### src/rtl/clkcfg_pkg.sv
// Shared types and reset values of the clock configuration controller.
package clkcfg_pkg;
    typedef logic [1:0] code_t;
    localparam code_t AUX_OFF_CODE = 2'b11;   // auxiliary clock stopped
    localparam code_t AUX_RST_CODE = 2'b00;   // 83.33 MHz
    localparam code_t PCI_RST_CODE = 2'b00;   // 25 MHz
    localparam logic  CPU_RST_SEL  = 1'b1;    // 100 MHz
endpackage

### src/rtl/clkcfg_strap_latch.sv
// Reset-window timer, strap latch and shared-pin direction control.
// Assumes strap_in is stable in the last cycle of the reset window and
// that POR_CYCLES >= 1. Bit 0 of the latch resets to the CPU default.
module clkcfg_strap_latch
    import clkcfg_pkg::*;
#(
    parameter int STRAP_W    = 5,
    parameter int POR_CYCLES = 1024
) (
    input  logic               clk,
    input  logic               rst_n,
    input  logic [STRAP_W-1:0] strap_in,
    output logic [STRAP_W-1:0] strap_q,
    output logic               captured,
    output logic [STRAP_W-1:0] pin_oe
);
    localparam int CNT_W = $clog2(POR_CYCLES + 1);
    localparam logic [CNT_W-1:0] LAST_CNT = CNT_W'(POR_CYCLES - 1);
    localparam logic [STRAP_W-1:0] STRAP_RST = {{(STRAP_W-1){1'b0}}, CPU_RST_SEL};

    logic [CNT_W-1:0] por_cnt;

    // Count cycles since reset release until the latch is loaded.
    always_ff @(posedge clk) begin
        if (!rst_n)         por_cnt <= '0;
        else if (!captured) por_cnt <= por_cnt + 1'b1;
    end

    // Sample the shared pins once, in the last cycle of the window.
    always_ff @(posedge clk) begin
        if (!rst_n) begin
            strap_q  <= STRAP_RST;
            captured <= 1'b0;
        end else if (!captured && por_cnt == LAST_CNT) begin
            strap_q  <= strap_in;
            captured <= 1'b1;
        end
    end

    // Turn the shared pins into outputs one cycle after capture.
    always_ff @(posedge clk) begin
        if (!rst_n)        pin_oe <= '0;
        else if (captured) pin_oe <= '1;
    end

    AST_LATCH_FROZEN: assert property (@(posedge clk) disable iff (!rst_n)
        (captured && $past(captured)) |-> $stable(strap_q));
    AST_OE_AFTER_CAPTURE: assert property (@(posedge clk) disable iff (!rst_n)
        (|pin_oe) |-> $past(captured));
    AST_OE_STICKY: assert property (@(posedge clk) disable iff (!rst_n)
        $past(&pin_oe) |-> (&pin_oe));
endmodule

### src/rtl/clkcfg_src_mux.sv
// Chooses pin/latch or register sources for all rate codes and registers
// them, so each change is a single step. Assumes the pin inputs are
// already synchronised to clk.
module clkcfg_src_mux
    import clkcfg_pkg::*;
#(
    parameter int NUM_PCI = 8
) (
    input  logic                 clk,
    input  logic                 rst_n,
    input  logic                 sw_mode,
    input  logic [NUM_PCI-1:0]   pin_sel_a,
    input  logic [NUM_PCI-1:0]   pin_sel_b,
    input  logic [2*NUM_PCI-1:0] reg_pci_code,
    input  logic                 strap_cpu,
    input  code_t                strap_aux,
    input  logic                 reg_cpu_sel,
    input  code_t                reg_aux_code,
    output logic [2*NUM_PCI-1:0] pci_code_q,
    output logic                 cpu_sel_q,
    output code_t                aux_code_q
);
    genvar g;
    generate
        for (g = 0; g < NUM_PCI; g++) begin : g_pci
            code_t pin_code;
            assign pin_code = {pin_sel_b[g], pin_sel_a[g]};
            // Register the selected 2-bit code of one programmable clock.
            always_ff @(posedge clk) begin
                if (!rst_n)       pci_code_q[2*g +: 2] <= PCI_RST_CODE;
                else if (sw_mode) pci_code_q[2*g +: 2] <= reg_pci_code[2*g +: 2];
                else              pci_code_q[2*g +: 2] <= pin_code;
            end
        end
    endgenerate

    // Register the CPU select and auxiliary code from the active source.
    always_ff @(posedge clk) begin
        if (!rst_n) begin
            cpu_sel_q  <= CPU_RST_SEL;
            aux_code_q <= AUX_RST_CODE;
        end else if (sw_mode) begin
            cpu_sel_q  <= reg_cpu_sel;
            aux_code_q <= reg_aux_code;
        end else begin
            cpu_sel_q  <= strap_cpu;
            aux_code_q <= strap_aux;
        end
    end
endmodule

### src/rtl/clkcfg_en_gate.sv
// Per-output enable flops that take a new request only while that output's
// clock is low, so the divider never sees an enable edge mid-pulse.
// Assumes clk_lvl is synchronous to clk.
module clkcfg_en_gate #(
    parameter int NUM_OUT = 14
) (
    input  logic               clk,
    input  logic               rst_n,
    input  logic [NUM_OUT-1:0] clk_lvl,
    input  logic [NUM_OUT-1:0] en_req,
    output logic [NUM_OUT-1:0] en_q
);
    genvar g;
    generate
        for (g = 0; g < NUM_OUT; g++) begin : g_en
            // Update one enable in the output's low phase, hold otherwise.
            always_ff @(posedge clk) begin
                if (!rst_n)          en_q[g] <= 1'b1;
                else if (!clk_lvl[g]) en_q[g] <= en_req[g];
            end

            AST_EN_LOW_PHASE: assert property (@(posedge clk) disable iff (!rst_n)
                !$stable(en_q[g]) |-> !$past(clk_lvl[g]));
        end
    endgenerate
endmodule

### src/rtl/clkcfg_strap_ctrl.sv
// Top of the clock configuration controller: strap latch, source mux and
// glitch-safe enables. Output order in clk_lvl/out_en: programmable clocks
// 0..NUM_PCI-1, then fixed clocks; the auxiliary clock is fixed AUX_IDX.
// Strap layout: [0] CPU select, [2:1] auxiliary code, rest latched only.
module clkcfg_strap_ctrl
    import clkcfg_pkg::*;
#(
    parameter int NUM_PCI    = 8,
    parameter int NUM_FIX    = 6,
    parameter int AUX_IDX    = 1,
    parameter int STRAP_W    = 5,
    parameter int POR_CYCLES = 1024,
    localparam int NUM_OUT   = NUM_PCI + NUM_FIX
) (
    input  logic                 clk,
    input  logic                 rst_n,
    input  logic [STRAP_W-1:0]   strap_in,
    output logic [STRAP_W-1:0]   strap_oe,
    output logic [STRAP_W-1:0]   strap_latched,
    input  logic                 sw_mode,
    input  logic [NUM_PCI-1:0]   pin_sel_a,
    input  logic [NUM_PCI-1:0]   pin_sel_b,
    input  logic [2*NUM_PCI-1:0] reg_pci_code,
    input  logic                 reg_cpu_sel,
    input  logic [1:0]           reg_aux_code,
    input  logic [NUM_PCI-1:0]   reg_pci_en,
    input  logic [NUM_FIX-1:0]   reg_fix_en,
    input  logic [NUM_OUT-1:0]   clk_lvl,
    output logic [2*NUM_PCI-1:0] pci_code,
    output logic                 cpu_sel,
    output logic [1:0]           aux_code,
    output logic [NUM_OUT-1:0]   out_en
);
    localparam int AUX_POS = NUM_PCI + AUX_IDX;

    logic               captured;
    logic [STRAP_W-1:0] strap_q;
    logic [NUM_FIX-1:0] fix_req;
    logic [NUM_OUT-1:0] en_req;

    clkcfg_strap_latch #(.STRAP_W(STRAP_W), .POR_CYCLES(POR_CYCLES)) i_latch (
        .clk(clk), .rst_n(rst_n), .strap_in(strap_in),
        .strap_q(strap_q), .captured(captured), .pin_oe(strap_oe)
    );

    clkcfg_src_mux #(.NUM_PCI(NUM_PCI)) i_mux (
        .clk(clk), .rst_n(rst_n), .sw_mode(sw_mode),
        .pin_sel_a(pin_sel_a), .pin_sel_b(pin_sel_b),
        .reg_pci_code(reg_pci_code),
        .strap_cpu(strap_q[0]), .strap_aux(strap_q[2:1]),
        .reg_cpu_sel(reg_cpu_sel), .reg_aux_code(reg_aux_code),
        .pci_code_q(pci_code), .cpu_sel_q(cpu_sel), .aux_code_q(aux_code)
    );

    // Build enable requests; the off code masks the auxiliary clock.
    always_comb begin
        fix_req = reg_fix_en;
        if (aux_code == AUX_OFF_CODE) fix_req[AUX_IDX] = 1'b0;
        en_req = {fix_req, reg_pci_en};
    end

    clkcfg_en_gate #(.NUM_OUT(NUM_OUT)) i_en (
        .clk(clk), .rst_n(rst_n), .clk_lvl(clk_lvl),
        .en_req(en_req), .en_q(out_en)
    );

    assign strap_latched = strap_q;

    AST_AUX_OFF: assert property (@(posedge clk) disable iff (!rst_n)
        (aux_code == AUX_OFF_CODE && !clk_lvl[AUX_POS]) |=> !out_en[AUX_POS]);
endmodule

### config.mk
export PLATFORM = sky130hd
export DESIGN_NAME = clkcfg_strap_ctrl
export DESIGN_NICKNAME = d
export VERILOG_FILES = /design/src/rtl/clkcfg_pkg.sv /design/src/rtl/clkcfg_strap_latch.sv /design/src/rtl/clkcfg_src_mux.sv /design/src/rtl/clkcfg_en_gate.sv /design/src/rtl/clkcfg_strap_ctrl.sv
export SDC_FILE = /design/constraint.sdc
export NUM_CORES = 1
export LEC_CHECK = 0
export BUFFER_PORTS_ARGS = -buffer_cell sky130_fd_sc_hd__buf_4
export CAP_MARGIN = 5
export CORE_ASPECT_RATIO = 1.4
export CORE_MARGIN = 4
export CORE_UTILIZATION = 42
export CTS_BUF_LIST = sky130_fd_sc_hd__clkbuf_16
export CTS_CLUSTER_SIZE = 8
export DETAILED_ROUTE_END_ITERATION = 16
export PLACE_DENSITY = 0.8
export SYNTH_ARGS = -nofsm -noshare
export SYNTH_HDL_FRONTEND = slang
export SYNTH_SLANG_ARGS = --single-unit
### constraint.sdc
create_clock -name clk -period 2.3 [get_ports clk]
set_input_delay 0.23 -clock clk [delete_from_list [all_inputs] [get_ports clk]]
set_output_delay 0.23 -clock clk [all_outputs]
set_load 0.01 [all_outputs]
Word-level counts from Yosys, hierarchy flattened
Cells that the tools add are included.
W data, S select, Z words.
- bits in registers: 51
- logic and storage cells: 44
- latch bits: 0
- output and inout port bits: 43
- bits in read-only memories: 0
- memory bits (writable): 0
- bits of input ports: 71
- memories: 0
- shift operators: 0
- mux-type cells: 11
- order comparisons: 0
- divide/modulo/power cells: 0
- eq/ne operators: 2
- reductions and logical operators: 2
- multipliers: 0
- bitwise logic cells: 0
- add/subtract/negate cells: 1
- operators by type and width (kind ; count):
    $mux W2 ; 9
    $add A11 B1 Y11 const B ; 1
    $eq A11 B10 Y1 const B ; 1
    $eq A2 B2 Y1 const B ; 1
    $mux W1 ; 2
    $logic_and A1 B1 Y1 ; 1
    $logic_not A1 Y1 ; 1

Depth between registers and ports, before layout
Gate-level depths: netlist of run 1.
- word-level depth: 2
- depth in mapped cells: 5
- mapped depth without buffers: 4

Hierarchy
Synthesis of run 1 repeated with hierarchy kept, for this count alone.
- cell total of the unflattened synthesis: 192
- area total of the unflattened synthesis: 2048.2 µm²
- by module, submodules not included (module ; area an instance (µm²) ; seq. area each (µm²) ; cells each ; instances):
    clkcfg_strap_latch ; 830.8 ; 360.3 ; 88 ; 1
    clkcfg_src_mux ; 721.9 ; 380.4 ; 60 ; 1
    clkcfg_en_gate ; 484.2 ; 280.3 ; 43 ; 1
    clkcfg_strap_ctrl ; 11.3 ; 0.0 ; 1 ; 1

Worst setup path before layout of run 1
OpenSTA, ideal clock, no wires.
- path kind: register to register
- start point: register i_latch.captured
- end point: register i_latch.por_cnt[9]
- period minus slack after synthesis: 1.431 ns
- path buffers: 2
- cell stages (with the launch flop): 6
- library setup time: 0.071 ns
- data arrival time: 1.360 ns
- setup slack: 0.869 ns
- path through: dfxtp_1 > buf_6 > nand4b_4 > buf_6 > or4_1 > a21oi_1
- RTL lines (item ; RTL line ; RTL):
    start, declared ; clkcfg_strap_latch.sv:14 ; output logic captured,
    start signal, assigned ; clkcfg_strap_latch.sv:33 ; captured <= 1'b0;
    start signal, assigned ; clkcfg_strap_latch.sv:36 ; captured <= 1'b1;
    end signal, assigned ; clkcfg_strap_latch.sv:26 ; else if (!captured) por_cnt <= por_cnt + 1'b1;
    end, declared ; clkcfg_strap_latch.sv:21 ; logic [CNT_W-1:0] por_cnt;

Worst setup path in the final report of run 1
- start point: register i_latch.por_cnt[0]
- end point: register i_latch.strap_q[4]
- cells in the longest elaborated chain, start to end: 2
- RTL lines (item ; RTL line ; RTL):
    $eq A11 B10 Y1 ; clkcfg_strap_latch.sv:34 ; end else if (!captured && por_cnt == LAST_CNT) begin
    $logic_and A1 B1 Y1 ; clkcfg_strap_latch.sv:34 ;
    end signal, assigned ; clkcfg_strap_latch.sv:35 ; strap_q <= strap_in;
    end, declared ; clkcfg_strap_latch.sv:13 ; output logic [STRAP_W-1:0] strap_q,
No other way between the ends.
A chain may end at the register's enable or synchronous reset.

==> run metrics, run 1 <==
Reg clk slew, reported paths=60 ps; Yosys cell types=26; drt wl/cell=~13 µm; Core Area=0.00454 mm²; Via Count=1733; Pint=0.00158 W; clock share of power=roughly 40%; crit-path leading delay family=simple AND/OR/NAND/NOR gates; kind of critical path=flip-flop to flip-flop; TritonCTS Buffers=5; Syn Inst Count=a little under 200; # rows=29; Synth top area share=51.5%; Slowest cell on crit path=nor4_4; Commonest cells post-synth=dfxtp_1, mux2i_1, nand2_1, nor2_1, a21oi_1; Ys Warns=0; critical path, cell by cell=ha_1 > inv_1 > nor4_4 > mux2i_1; Synth area leaders=dfxtp_1, mux2i_1, nand2_1; status=finished, final reports clean; Crit. End Element=flip-flop; die area=slightly below 0.006 mm²; drt drc=0; syn nets=268; number of global-route vias before repair=1569; sequential fraction of the synthesis area=51.5%; max incr delay on CP=550 ps; Fin. Hold Viols=0; Post-synth EDFFs=0; worst skew pair latency=280 ps; initial core utilization=43.7%; Max Freq=0.631 GHz; post-detailed-route count of antenna-violating nets=0; top_reg_cell synth=dfxtp_1; via-per-instance ratio=4.76; CP max FO=8; Tmin final=1590 ps; setup tns final=0 ps; Placer Congestion=0.726; Psw=around 0.00040 W; Initial DRT Pass Iterations=4; Slew Viols, Final=0; Rel. slew slack=65.2%; initial drt markers=51; Reg power frac=47.4%; worst setup margin=714 ps; buffers plus inverters on the worst setup path=1; initial antenna violation count=0; Clock Path Buffers=2; Port Buffer Count=113; gr usage total=15.4%; critical path startpoint category=flip-flop; max_cap viols=0; DP Wirelength=3640 µm; Cell Area, Synth=0.00198 mm²; layout cells sized above 1=41.1%; ys async rst share=0%; most common cell in the netlist=dfxtp_1; final worst path period share=68.9%; sw frac=roughly a fifth; CTS Hold Buffers Added=0; Nets=approximately 370; WL final=4640 µm; antenna cells=0; clk sinks=51; flops & latches, synth=roughly 50; H-Tree Depth=2; Area growth, synth to finish=50.4%; HP Class=input pin to flip-flop; P_leak=~1.5 nW; total gr overflow=0; Comb power frac=about an eighth; PwrDens=666 mW/mm²; Slew @ Worst Pin=518 ps; RSZ-0062 raised after global routing=false; Worst EP arrival=1790 ps; CP required=~2500 ps; largest net degree at the start of global routing=32; Mean Syn Cell Area=10.1 µm²; Yosys top cell by area=dfxtp_1; Post-Place Worst Slack=723 ps; final setup vio count=0; Post-CTS Resized=0; maximum VDD drop=581 µV; CTS tree=done; Die Y-Extent=89.3 µm; number of setup buffers added after CTS=0; first-pass GRT wire length=7040 µm; Fin Clk Skew=7.14 ps; Die Wd=66.1 µm; hold slack=156 ps; clock root cell=clkbuf_16; io pins=114
[per-stage QoR]
stage                     area, µm²  power [W]  util [%]  instances
after floorplan                1980    0.00106         -        196
after global placement         2820    0.00121      62.3        357
after detailed placement       2820    0.00122      62.3        357
after CTS                      2980    0.00201      65.8        364
after global routing           2980    0.00207      65.8        364
final                          2980    0.00199      65.8        364
[metal layers]
metal / track usage, % / up-vias / routed length, µm
met3: 4.91 / 5 / 431
met1: 16.9 / 784 / 1690
met4: 4.44 / 0 / 58
met5: 0 / - / 0
li1: - / 872 / -
met2: 28.1 / 72 / 2460
[power by group through the flow]
stage / combinational (W) / sequential (W) / clock, W
after floorplan: 0.0000801 / 0.000978 / 0
after global placement: 0.000254 / 0.000959 / 0
after detailed placement: 0.000259 / 0.000961 / 0
after CTS: 0.000260 / 0.000942 / 0.000807
after global routing: 0.000280 / 0.000946 / 0.000844
final: 0.000255 / 0.000941 / 0.000790
[registers in the layout (all words and copies together) (netlist names)]
| signal | flops |
|---|---|
| i_latch.por_cnt | 11 |
| i_mux.pci_code_q | 16 |
| i_latch.captured | 1 |
| i_latch.pin_oe | 1 |
| i_mux.aux_code_q | 2 |
| i_latch.strap_q | 5 |
| i_en.en_q | 14 |
| i_mux.cpu_sel_q | 1 |
[cell families after synthesis]
group | Yosys count | synth area share [%]
DFF | 51 | 51.5
and+or+nand+nor | 69 | 17.2
muxes | 39 | 19.7
AOI/OAI and AO/OA | 14 | 4.29
buffers and inverters | 19 | 5.43
xor gates and xnor gates | 3 | 1.33
adders and majority gates | 1 | 0.631
[placed cells by master, fill, tap and decap left out]
master       n
a21oi_1      6
buf_4      114
bufinv_16    1
clkbuf_16    5
dfxtp_1     51
ha_1         1
inv_1        5
mux2i_1     39
nand2_1     28
nand2b_1     2
nand3_1      1
nand4_1      1
nand4b_1     2
nand4b_4     1
nor2_1      26
nor4_1       1
nor4_4       1
o211ai_1     1
o21a_1       1
o21ai_0      2
o31ai_1      4
or3_2        2
or4_1        4
xor2_1       3
[worst min-delay path, stage by stage]
cell,delay (ps)
buf_4,80
mux2i_1,50
nand2_1,50
[path summary, 6_finish.rpt]
| check | start | to | slack (ps) | cells after the start |
|---|---|---|---|---|
| max reg2reg | i_latch.por_cnt[0] | i_latch.strap_q[4] | 710 | 4 |
| min reg2reg | i_latch.strap_q[3] | i_latch.strap_q[3] | 470 | 2 |
| min | reg_fix_en[4] | i_en.en_q[12] | 160 | 3 |
| max | i_latch.por_cnt[0] | i_latch.strap_q[4] | 710 | 4 |
[layout make-up]
| type | count | area [µm²] |
|---|---|---|
| fill | 380 | 1550 |
| timing repair buffer | 114 | 856 |
| clock buffer | 5 | 125 |
| sequential | 51 | 1020 |
| clock inverter | 2 | 33.8 |
| tap | 62 | 77.6 |
| multi-input combinational | 126 | 855 |
| inverter | 4 | 15.0 |
(Power assumes the default switching activity.)
==> inputs of run 2 (changes only) <==
==> constraint.sdc (replaced) <==
create_clock -name clk -period 1.5 [get_ports clk]
set_input_delay 0.15 -clock clk [delete_from_list [all_inputs] [get_ports clk]]
set_output_delay 0.15 -clock clk [all_outputs]
set_load 0.01 [all_outputs]
==> run metrics, run 2 (same netlist as run 1, synthesis figures left out) <==
status=finished, final reports clean; worst skew pair latency=290 ps; Reg power frac=49.5%; kind of critical path=flip-flop to flip-flop; Rel. slew slack=around 73%; Clock Path Buffers=2; RSZ-0062 raised after global routing=false; WL final=approximately 4700 µm; reg-to-reg critical path endpoint=i_latch.por_cnt[9]; CTS tree=done; clock root cell=clkbuf_16; drt wl/cell=~13 µm; Nets=378; reg-to-reg startpoint=i_latch.por_cnt[4]; setup tns final=0 ps; number of setup buffers added after CTS=0; Die Wd=66.1 µm; CP max FO=12; number of stages on the worst hold path=3; post-detailed-route count of antenna-violating nets=0; Reg clk slew, reported paths=60 ps; Crit. End Element=flip-flop; number of global-route vias before repair=1565; HP Class=input pin to flip-flop; Psw=0.000643 W; gr usage total=15.6%; initial antenna violation count=0; Slowest cell on crit path=or4_1; final setup vio count=0; Post-Place Worst Slack=76.8 ps; Max Freq=0.721 GHz; Core Area=about 0.0045 mm²; clk sinks=51; sw frac=22.1%; H-Tree Depth=2; Initial DRT Pass Iterations=3; clock share of power=36.7%; Via Count=1719; first-pass GRT wire length=7020 µm; Layout Cells excl Fill=approximately 370; die area=0.00590 mm²; max reg flops=16; commonest non-fill, non-tap cell in the layout=buf_4; worst setup margin=113 ps; Port Buffer Count=113; utilization after layout=66.3%; Largest regs=i_mux.pci_code_q x16, i_en.en_q x14, i_latch.por_cnt x11; Slew @ Worst Pin=400 ps; Worst EP arrival=1610 ps; DP Wirelength=3630 µm; Fin Clk Skew=5.67 ps; P_leak=1.47 nW; placed insts=361; Slew Viols, Final=0; Placer Congestion=approximately 0.72; # rows=29; most frequent cells in the layout=buf_4, dfxtp_1, mux2i_1; antenna cells=0; CP required=roughly 1700 ps; total gr overflow=0; overall power=0.00291 W; TritonCTS Buffers=5; Area growth, synth to finish=51.7%; critical path, cell by cell=nand4b_4 > or4_1 > a21oi_1; initial drt markers=49; maximum VDD drop=roughly 850 µV; Tmin final=1390 ps; max incr delay on CP=between 500 and 600 ps; Reg with most FFs=i_mux.pci_code_q; Worst R2R Setup Slack=110 ps; Fin. Hold Viols=0; Pint=0.00227 W; final worst path period share=92.5%; layout cells sized above 1=42.3%; Die Y-Extent=89.3 µm; drt drc=0; initial core utilization=43.7%; hold endpoint=i_en.en_q[7]; via-per-instance ratio=4.66; hold path startpoint=reg_pci_en[7]; largest net degree at the start of global routing=27; critical path startpoint category=flip-flop; PwrDens=968 mW/mm²; io pins=114; max_cap viols=0; Comb power frac=13.7%; Reg2Reg Depth=3
==> run 2: cell count changes in the layout (fill, tap and decap cells not counted), sizes merged <==
| cell | previous run | this run |
|---|---|---|
| inv | 5 | 4 |
| bufinv | 1 | 0 |
| buf | 114 | 118 |
| clkinv | 0 | 2 |
| clkinvlp | 0 | 1 |
==> run 2: what timing repair did <==
item | CTS | global route
endpoints found under the setup margin | 0 | 8
endpoints found under the hold margin | 0 | 0
resized for setup | 0 | 2
hold buffers | 0 | 0
==> run 2: stage by stage <==
stage	cell area [µm²]	hold slack, ps
3_5_place_dp	2870	366
3_3_place_gp	2870	364
2_1_floorplan	1980	275
6_report	3010	71.0
4_1_cts	3010	70.2
5_1_grt	3010	76.3
==> run 2: layout make-up <==
type | count | area, µm²
fill | 351 | 1530
sequential | 51 | 1020
timing repair buffer | 118 | 898
multi-input combinational | 126 | 855
clock buffer | 5 | 125
tap | 62 | 77.6
clock inverter | 3 | 15.0
inverter | 4 | 15.0
==> run 2: per-layer routing <==
layer / track usage [%] / vias to the layer above / part of all wire, %
met4: 7.76 / 0 / 2.6
met5: 0 / - / 0
met3: 5.03 / 9 / 10
li1: - / 878 / -
met2: 27.4 / 73 / 51
met1: 16.8 / 759 / 36
==> run 2: critical path: cells and delay by family (launching register included) <==
kind	cells	cell delay, ps
compound gates	1	150
flops	1	410
simple gates	2	770
==> run 2: power by group through the flow <==
stage,registers (W),clock network (W),logic [W]
6_report,0.00144,0.00107,0.000400
5_1_grt,0.00145,0.00114,0.000438
4_1_cts,0.00144,0.00109,0.000408
3_5_place_dp,0.00147,0,0.000406
3_3_place_gp,0.00147,0,0.000397
2_1_floorplan,0.00150,0,0.000123
==> run 2: worst max path at each step <==
stage,cells past startpoint,to,start
floorplan,5,i_latch.por_cnt[9],i_latch.captured
global placement,5,i_latch.strap_q[0],i_latch.por_cnt[1]
detailed placement,5,i_latch.strap_q[2],i_latch.por_cnt[1]
CTS,5,i_latch.strap_q[2],i_latch.por_cnt[1]
global route,5,i_latch.strap_q[0],i_latch.por_cnt[1]
finish,3,i_latch.por_cnt[9],i_latch.por_cnt[4]
